[src/rtl/dbg_bkpt_pkg.sv]
package dbg_bkpt_pkg;

   localparam int RA_W = 3;

   localparam logic [RA_W-1:0] RA_STAT = 3'd4;
   localparam logic [RA_W-1:0] RA_CTRL = 3'd5;

   localparam int KIND_LSB = 16;
   localparam int LEN_LSB  = 18;
   localparam int FIELD_STRIDE = 4;

   typedef enum logic [1:0] {
      BK_EXEC = 2'd0,
      BK_WR   = 2'd1,
      BK_IO   = 2'd2,
      BK_RW   = 2'd3
   } bk_kind_e;

   // Byte span minus one for a slot length code (1, 2, 8, 4 bytes).
   function automatic logic [3:0] slot_span_m1(input logic [1:0] code);
      case (code)
         2'd0:    return 4'd0;
         2'd1:    return 4'd1;
         2'd2:    return 4'd7;
         default: return 4'd3;
      endcase
   endfunction

   // Byte span minus one for an access size code (1, 2, 4, 8 bytes).
   function automatic logic [3:0] acc_span_m1(input logic [1:0] code);
      return 4'((5'd1 << code) - 5'd1);
   endfunction

endpackage

[src/rtl/dbg_slot_cmp.sv]
module dbg_slot_cmp
   import dbg_bkpt_pkg::*;
#(
   parameter int ADDR_W = 32
) (
   input  logic [ADDR_W-1:0] slot_addr,
   input  bk_kind_e          kind,
   input  logic [1:0]        len_code,
   input  logic [ADDR_W-1:0] ip,
   input  logic              dacc_valid,
   input  logic [ADDR_W-1:0] dacc_addr,
   input  logic [1:0]        dacc_size,
   input  logic              dacc_write,
   output logic              hit
);
   localparam int EXT_W = ADDR_W + 1;

   logic [ADDR_W-1:0] span_mask;
   logic [ADDR_W-1:0] acc_len_m1;
   logic [ADDR_W-1:0] win_lo;
   logic [EXT_W-1:0]  win_hi;
   logic [EXT_W-1:0]  acc_hi;
   logic              overlap;
   logic              exec_match;

   always_comb begin
      span_mask  = ADDR_W'(slot_span_m1(len_code));
      acc_len_m1 = ADDR_W'(acc_span_m1(dacc_size));
      win_lo     = slot_addr & ~span_mask;
      // One extra bit keeps ranges at the top of the space from wrapping.
      win_hi     = {1'b0, win_lo} + {1'b0, span_mask};
      acc_hi     = {1'b0, dacc_addr} + {1'b0, acc_len_m1};
      overlap    = ({1'b0, dacc_addr} <= win_hi) && ({1'b0, win_lo} <= acc_hi);
      exec_match = (slot_addr == ip);
   end

   always_comb begin
      unique case (kind)
         BK_EXEC: hit = exec_match;
         BK_WR:   hit = dacc_valid && dacc_write && overlap;
         BK_RW:   hit = dacc_valid && overlap;
         default: hit = 1'b0;
      endcase
   end

endmodule

[src/rtl/dbg_bkpt_regs.sv]
module dbg_bkpt_regs
   import dbg_bkpt_pkg::*;
#(
   parameter int                ADDR_W    = 32,
   parameter int                NUM_SLOTS = 4,
   parameter logic [ADDR_W-1:0] STAT_RST  = ADDR_W'(32'hFFFF0FF0),
   parameter logic [ADDR_W-1:0] CTRL_RST  = ADDR_W'(32'h00000400)
) (
   input  logic                              clk,
   input  logic                              rst_n,
   input  logic                              reg_we,
   input  logic [RA_W-1:0]                   reg_addr,
   input  logic [ADDR_W-1:0]                 reg_wdata,
   output logic [ADDR_W-1:0]                 reg_rdata,
   input  logic                              upd_fire,
   input  logic [NUM_SLOTS-1:0]              hit_vec,
   output logic [NUM_SLOTS-1:0][ADDR_W-1:0]  slot_q,
   output logic [ADDR_W-1:0]                 ctrl_q,
   output logic [ADDR_W-1:0]                 status_q
);
   localparam logic [ADDR_W-1:0] LOW_CLR = ADDR_W'(4'hF);

   logic [ADDR_W-1:0] status_upd;

   always_comb
      status_upd = (status_q & ~LOW_CLR) | ADDR_W'(hit_vec);

   always_ff @(posedge clk) begin
      if (!rst_n) begin
         slot_q   <= '0;
         ctrl_q   <= CTRL_RST;
         status_q <= STAT_RST;
      end else begin
         if (upd_fire)
            status_q <= status_upd;
         // Port writes come last so they win over an update.
         if (reg_we && reg_addr == RA_STAT)
            status_q <= reg_wdata;
         if (reg_we && reg_addr == RA_CTRL)
            ctrl_q <= reg_wdata;
         for (int i = 0; i < NUM_SLOTS; i++)
            if (reg_we && reg_addr == RA_W'(i))
               slot_q[i] <= reg_wdata;
      end
   end

   always_comb begin
      reg_rdata = '0;
      if (reg_addr == RA_STAT)
         reg_rdata = status_q;
      else if (reg_addr == RA_CTRL)
         reg_rdata = ctrl_q;
      else
         for (int i = 0; i < NUM_SLOTS; i++)
            if (reg_addr == RA_W'(i))
               reg_rdata = slot_q[i];
   end

endmodule

[src/rtl/dbg_bkpt_unit.sv]
module dbg_bkpt_unit
   import dbg_bkpt_pkg::*;
#(
   parameter int                ADDR_W    = 32,
   parameter int                NUM_SLOTS = 4,
   parameter logic [ADDR_W-1:0] STAT_RST  = ADDR_W'(32'hFFFF0FF0),
   parameter logic [ADDR_W-1:0] CTRL_RST  = ADDR_W'(32'h00000400)
) (
   input  logic              clk,
   input  logic              rst_n,
   input  logic              reg_we,
   input  logic [2:0]        reg_addr,
   input  logic [ADDR_W-1:0] reg_wdata,
   output logic [ADDR_W-1:0] reg_rdata,
   input  logic              eval_en,
   input  logic [ADDR_W-1:0] ip,
   input  logic              dacc_valid,
   input  logic [ADDR_W-1:0] dacc_addr,
   input  logic [1:0]        dacc_size,
   input  logic              dacc_write,
   input  logic              force_upd,
   output logic              exc_req
);
   if (NUM_SLOTS < 1 || NUM_SLOTS > 4) begin : g_bad_slots
      $error("dbg_bkpt_unit: NUM_SLOTS must lie in 1..4");
   end
   if (ADDR_W < 32 || ADDR_W > 64) begin : g_bad_width
      $error("dbg_bkpt_unit: ADDR_W must lie in 32..64");
   end

   logic [NUM_SLOTS-1:0][ADDR_W-1:0] slot_q;
   logic [ADDR_W-1:0]                ctrl_q;
   logic [ADDR_W-1:0]                status_q;
   logic [NUM_SLOTS-1:0]             hit_vec;
   logic [NUM_SLOTS-1:0]             en_vec;
   logic                             en_hit;
   logic                             upd_fire;

   for (genvar g = 0; g < NUM_SLOTS; g++) begin : g_slot
      localparam int KB = KIND_LSB + FIELD_STRIDE * g;
      localparam int LB = LEN_LSB  + FIELD_STRIDE * g;

      assign en_vec[g] = |ctrl_q[2*g+1 : 2*g];

      dbg_slot_cmp #(.ADDR_W(ADDR_W)) u_cmp (
         .slot_addr  (slot_q[g]),
         .kind       (bk_kind_e'(ctrl_q[KB+1:KB])),
         .len_code   (ctrl_q[LB+1:LB]),
         .ip         (ip),
         .dacc_valid (dacc_valid),
         .dacc_addr  (dacc_addr),
         .dacc_size  (dacc_size),
         .dacc_write (dacc_write),
         .hit        (hit_vec[g])
      );
   end

   assign en_hit   = |(hit_vec & en_vec);
   assign upd_fire = eval_en && (en_hit || force_upd);

   dbg_bkpt_regs #(
      .ADDR_W    (ADDR_W),
      .NUM_SLOTS (NUM_SLOTS),
      .STAT_RST  (STAT_RST),
      .CTRL_RST  (CTRL_RST)
   ) u_regs (
      .clk       (clk),
      .rst_n     (rst_n),
      .reg_we    (reg_we),
      .reg_addr  (reg_addr),
      .reg_wdata (reg_wdata),
      .reg_rdata (reg_rdata),
      .upd_fire  (upd_fire),
      .hit_vec   (hit_vec),
      .slot_q    (slot_q),
      .ctrl_q    (ctrl_q),
      .status_q  (status_q)
   );

   always_ff @(posedge clk) begin
      if (!rst_n) exc_req <= 1'b0;
      else        exc_req <= eval_en && en_hit;
   end

endmodule

[config.mk]
export PLATFORM = sky130hd
export DESIGN_NAME = dbg_bkpt_unit
export DESIGN_NICKNAME = d
export VERILOG_FILES = /design/src/rtl/dbg_bkpt_pkg.sv /design/src/rtl/dbg_slot_cmp.sv /design/src/rtl/dbg_bkpt_regs.sv /design/src/rtl/dbg_bkpt_unit.sv
export SDC_FILE = /design/constraint.sdc
export NUM_CORES = 1
export LEC_CHECK = 0
export ABC_AREA = 1
export CAP_MARGIN = 20
export CELL_PAD_IN_SITES_DETAIL_PLACEMENT = 0
export CELL_PAD_IN_SITES_GLOBAL_PLACEMENT = 1
export CORE_MARGIN = 1
export CORE_UTILIZATION = 45
export CTS_CLUSTER_DIAMETER = 200
export DETAILED_ROUTE_END_ITERATION = 7
export DONT_BUFFER_PORTS = 1
export GPL_TIMING_DRIVEN = 0
export HOLD_SLACK_MARGIN = 0.06
export PLACE_DENSITY_LB_ADDON = 0.05
export SYNTH_ARGS = -nofsm -noshare
export SYNTH_HDL_FRONTEND = slang
export SYNTH_HIERARCHICAL = 1
export SYNTH_SLANG_ARGS = --single-unit
[constraint.sdc]
create_clock -name clk -period 5.6 [get_ports clk]
set_input_delay 0.28 -clock clk [delete_from_list [all_inputs] [get_ports clk]]
set_output_delay 0.28 -clock clk [all_outputs]
set_load 0.05 [all_outputs]
======== Yosys cells after proc, flatten, opt, wreduce, memory -nomap -nowiden ========
Cells that the tools add are included.
storage, ports and cells
  bits of input ports ..................... 108
  logic and storage cells ................. 110
  output and inout bits ................... 33
  register bits ........................... 193
cells by class
  bitwise gates (word level) .............. 10
  eq/ne operators ......................... 25
  muxes and demuxes ....................... 16
  reductions and logical operators ........ 37
  shift-type cells ........................ 1
  add/subtract/negate cells ............... 6
  magnitude comparators ................... 8
operators with widths
  kind                 count
  $le 32x33->1         8
  $mux 32              8
  $add 32x3->33        4
  $and 32x32->32       4
  $eq 32x32->1         4
  $not 3->32           4
  $pmux 3 s3           4
  $add 32x4->33        1
  $or 32x4->32         1
  $logic_and 1x1->1    21
  $eq 2x1->1 const B   8
  $eq 2x2->1 const B   8
  $logic_not 2->1      8
  $pmux 1 s3           4
  $reduce_or 2->1      4
  $eq 3x2->1 const B   2
  $eq 3x3->1 const B   2
  $and 4x4->4          1
  $reduce_or 4->1      1
  $shl 1x2->4 const A  1
  $sub 4x1->4 const B  1
  $eq 3x1->1 const B   1
  $logic_not 3->1      1
  $reduce_bool 2->1    1
  $logic_or 1x1->1     1

======== Longest topological paths before layout ========
  depth after elaboration ................. 15
  gate-level depth with buffers ........... 35
  depth with buffers taken out ............ 35

======== Hierarchy ========
Netlist, hierarchy kept.
by module, submodules not included
  module                               instances  area each (um2)  cells each
  dbg_slot_cmp at g_slot[0].u_cmp ...  3          3379.5           544
  dbg_bkpt_regs                        1          8227.9           1181
  dbg_slot_cmp at g_slot[1].u_cmp      1          3330.7           530
  dbg_bkpt_unit                        1          95.1             21

======== Least setup slack after synthesis ========
No wires, ideal clock.
  path kind ............................... in2reg
  start point ............................. input port dacc_size[0]
  end point ............................... register u_regs.status_q[0]
  data arrival time ....................... 3630 ps
  stages on the path ...................... 34
  data required time ...................... 5484 ps
  setup slack ............................. 1855 ps
  buffers on the path ..................... 0
  cell sequence ........................... or2_2 -> ha_1 -> fa_1 -> nand2_1 -> nand3_1 -> nand2_1 -> inv_2 -> nand2_2 -> nor3_4 -> inv_1 -> nor3_2 -> inv_1 -> o21bai_1 -> ha_1 -> nand2_1 -> nor2_1 -> nor3b_1 -> nand3_1 -> nand3_1 -> nand3b_1 -> nand2_1 -> nand2_1 -> nand3_1 -> nand2_1 -> inv_1 -> nor2_1 -> nor2_1 -> nand2_1 -> nand2_1 -> nand2_1 -> nand2_1 -> o21ai_0 -> o21ai_0 -> nor2_1
between the ends
  cells in the longest elaborated chain, start to end .. 12
  elaborated cells between the ends (all ways) .. 31
ends and longest elaborated chain
  item                                  line                                    text
  start: declaration                    dbg_bkpt_unit.sv:19                     input logic [1:0] dacc_size,
  $shl 1x2->4 *                         dbg_bkpt_pkg.sv:31                      return 4'((5'd1 << code) - 5'd1);
  $sub 4x1->4 *                         dbg_bkpt_pkg.sv:31
  $add 32x4->33 *                       dbg_slot_cmp.sv:32                      acc_hi = {1'b0, dacc_addr} + {1'b0, acc_len_m1};
  $le 32x33->1 *                        dbg_slot_cmp.sv:33                      overlap = ({1'b0, dacc_addr} <= win_hi) && ({1'b0, win_lo} <= acc_hi);
  $logic_and 1x1->1 *                   dbg_slot_cmp.sv:33
  $logic_and 1x1->1 (on tied branches)  dbg_slot_cmp.sv:41, dbg_slot_cmp.sv:40
  $pmux 1 s3 *                          dbg_slot_cmp.sv:38                      unique case (kind)
  via hit_vec[1]                        dbg_bkpt_unit.sv:34                     logic [NUM_SLOTS-1:0] hit_vec;
  $and 4x4->4 *                         dbg_bkpt_unit.sv:58                     assign en_hit = |(hit_vec & en_vec);
  $reduce_or 4->1 *                     dbg_bkpt_unit.sv:58
  $logic_or 1x1->1 *                    dbg_bkpt_unit.sv:59                     assign upd_fire = eval_en && (en_hit || force_upd);
  $logic_and 1x1->1 *                   dbg_bkpt_unit.sv:59
  via upd_fire                          dbg_bkpt_unit.sv:37                     logic upd_fire;
  $reduce_bool 2->1 (no line) *         n/a
  end signal: assignment                dbg_bkpt_regs.sv:35                     status_q <= status_upd;
  end signal: assignment                dbg_bkpt_regs.sv:38                     status_q <= reg_wdata;
  end: declaration                      dbg_bkpt_regs.sv:19                     output logic [ADDR_W-1:0] status_q
The timed path passes the listed nets; every way through them passes the cells marked *. The select of a mux whose other input is x is not followed.
A chain may end at the register's enable or synchronous reset.

======== Final worst setup path ========
  start point ............................. input port dacc_size[1]
  end point ............................... register u_regs.status_q[2]
The elaborated chain is that of the path after synthesis.

==> results.py <==
metrics = {
    "power": {
        "power_density_nw_per_um2": 161,
        "leakagePower_nw": 10.5,
        "peakVddDrop_v": 0.000248,
    },
    "clocking": {
        "postCtsSetupRepairBufs": 0,
        "clk_latency_ns": 0.45,
        "root_buffer": "clkbuf_16",
        "numCtsBuffers": 17,
        "max-clock-path-buffers": 2,
        "cts_tree": "built",
        "h-tree-depth": 4,
        "clkTransAtPathRegs_ns": 0.07,
        "clock-sinks": 193,
    },
    "global_routing": {
        "use_met1_pct": 52.1,
        "grt_pass1_wl_um": 152000,
        "met3_usage_pct": 12.8,
        "grt_util_met2_pct": 65.0,
        "antenna_found_initial": 8,
        "grt_most_used_layer": "met2",
        "grt_pass1_vias": 22800,
        "grt_max_degree": 22,
        "grt_usage_pct": 42.9,
        "grt_overflow": 0,
    },
    "yosys": {
        "synth-main-ff-cell": "dfxtp_1",
        "ys_ff_latch": 193,
        "netlist_area_sq_um": 21800,
        "synthTopCellsByArea": "dfxtp_1, ha_1, nand2_1, inv_1, nor2_1",
        "synth_edf_count": 0,
        "syn_avg_cell_area_sq_um": 6.48,
        "synth.distinct_cells": 57,
        "ys_seq_area_share_pct": 17.7,
        "ys_warn_count": 6,
        "synth_top_cell_by_area": "dfxtp_1",
        "synth_top_area_share_pct": 17.7,
        "postSynthCellCount": 3364,
        "synthArstFlopShare_pct": 0,
    },
    "layout": {
        "area_delta_synth_final_pct": 7.99,
        "layout-drive-gt1-share_pct": 5.50,
        "nets": 3809,
        "fillerInstances": 4988,
    },
    "worst_setup_path": {
        "critical_path_required_ns": 5.95,
        "crit_path_start_kind": "input pin",
        "worstPathArrival_ns": 4.72,
        "critPathMaxStageDelay_ns": 0.42,
        "ff2ff_path_depth": 26,
        "path_max_fanout": 16,
        "critical_path_class": "in2reg",
        "path_common_cell": "nand2_1",
        "reg2reg_slack_ns": 1.68,
        "crit_slowest_cell": "nor3_1",
        "critPathCaptureType": "register",
    },
    "sta": {
        "min_period_ns": 4.37,
        "clock_skew_ns": 0.00666,
        "worst_slew_pin_slew_ns": 0.795,
        "clock.fmax_ghz": 0.229,
        "maxSlewHeadroom_pct": 46.9,
        "fin_crit_sh_pct": 78.1,
        "hold_ws_ns": 0.0764,
        "rsz0062_at_grt": "false",
        "setup_tns_ns": 0,
        "hold_viol_final": 0,
        "drv_slew": 0,
        "final-setup-viol-count": 0,
    },
    "floorplan": {
        "die_height_um": 222,
        "core_area_sq_um": 47700,
        "initial_core_util_pct": 45.6,
        "die_w_um": 222,
        "rows": 80,
        "pin_count": 141,
        "die-area_sq_um": 49300,
    },
    "drt": {
        "firstDrtPassIters": 6,
        "via_count": 24200,
        "routedWlPerCell_um": 26.5,
        "routed_wl_um": 108000,
        "drc_errors": 0,
        "viasPerCell": 5.96,
        "drt-initial-drc-count": 2409,
        "ant_nets": 0,
    },
    "place": {
        "portBuffers": 0,
        "dp_hpwl_um": 84300,
        "place_congestion": 1.04,
    },
    "hold_path": {
        "hp-class": "in2reg",
        "hold_depth": 2,
    },
    "job": {
        "maxCapViolCount": 0,
    },
    "status": {
        "status": "finished clean",
    },
}
==> metal layers <==
metal	vias to the layer above	routed length [um]
li1	11300	-
met1	11300	42000
met2	1289	45200
met3	329	12300
met4	0	8100
met5	-	0
==> stage by stage <==
step | utilization [%] | area (sq um) | setup slack (ns) | std cells | total power [W]
2_1_floorplan | - | 21800 | 1.85 | 3368 | 0.00221
3_3_place_gp | 47.3 | 22600 | 0.934 | 3983 | 0.00246
3_5_place_dp | 47.3 | 22600 | 0.890 | 3983 | 0.00248
4_1_cts | 49.3 | 23500 | 1.34 | 4049 | 0.00378
5_1_grt | 49.3 | 23500 | 0.858 | 4053 | 0.00396
6_report | 49.3 | 23500 | 1.23 | 4056 | 0.00380
==> path summary, 6_finish.rpt <==
check / startpoint / endpoint
setup / recovery: dacc_size[1] / u_regs/status_q[2]
hold / removal: reg_wdata[30] / u_regs/slot_q[30]
setup reg to reg: u_regs/slot_q[16] / u_regs/status_q[2]
hold reg to reg: u_regs/status_q[26] / u_regs/status_q[26]
==> cells by family after synthesis <==
group,count (synthesis),synth area share (%)
simple gates,1660,35.7
buf+inv,515,9.19
compound gates,493,12.3
fa+ha+maj,280,16.2
xor+xnor,219,8.80
flops,193,17.7
other cells,4,0.0689
==> final cells by class <==
cell class	instances	area [sq um]	area share, %
buffer	91	404	1.72
multi-input combinational	2660	15900	67.7
clock buffer	19	443	1.88
sequential	193	3860	16.4
timing repair buffer	34	340	1.45
inverter	424	1600	6.79
tap	615	769	3.27
antenna	7	17.5	0.0744
clock inverter	13	155	0.659
==> flip-flops by register name, summed over array words and instances, names as in the netlist <==
| name | cells |
|---|---|
| u_regs/ctrl_q | 32 |
| exc_req | 1 |
| u_regs/slot_q | 128 |
| u_regs/status_q | 32 |
==> placed cells by master (no fill, tap or decap), drive strengths merged, types with 7 or more instances in the layout <==
master | netlist | final
a21oi | 232 | 232
and3 | 8 | 8
buf | 35 | 35
clkbuf | 56 | 75
clkinv | 3 | 8
conb | 4 | 8
dfxtp | 193 | 193
diode | 0 | 7
dlygate4sd3 | 0 | 34
ha | 276 | 276
inv | 421 | 423
nand2 | 738 | 738
nand3 | 180 | 180
nand3b | 7 | 7
nand4 | 152 | 152
nor2 | 418 | 418
nor3 | 83 | 83
nor3b | 8 | 8
nor4 | 44 | 44
o2111ai | 8 | 8
o21ai | 215 | 215
o22ai | 17 | 17
or2 | 18 | 18
xnor2 | 72 | 72
xor2 | 147 | 147
==> worst max-delay path: cells and delay by family <==
kind            cells  cell delay, ns
compound gates      2            0.25
xor+xnor            1            0.18
fa+ha+maj           3            0.76
buf+inv             1            0.13
simple gates       23            3.12
==> timing repair <==
action                                 in CTS  in global routing
gates resized for setup                     0                  0
endpoints found under the hold margin     191                  0
hold buffers                               34                  0
==> Yosys cell counts, types with 43 or more instances <==
cell type,number
o21ai_0,197
nor4_1,43
nand3_1,171
nand2_1,725
xor2_1,147
inv_1,405
nor2_1,388
nor3_1,62
nand4_1,145
clkbuf_1,55
a21oi_1,228
dfxtp_1,193
ha_1,276
xnor2_1,72
==> where the power goes <==
part	internal, W	leakage [nW]	switching (W)
combinational	0.000348	8.65	0.000648
sequential	0.00142	1.57	0.000134
clock	0.000677	0.279	0.000574
Power figures use the tool's default switching activity.
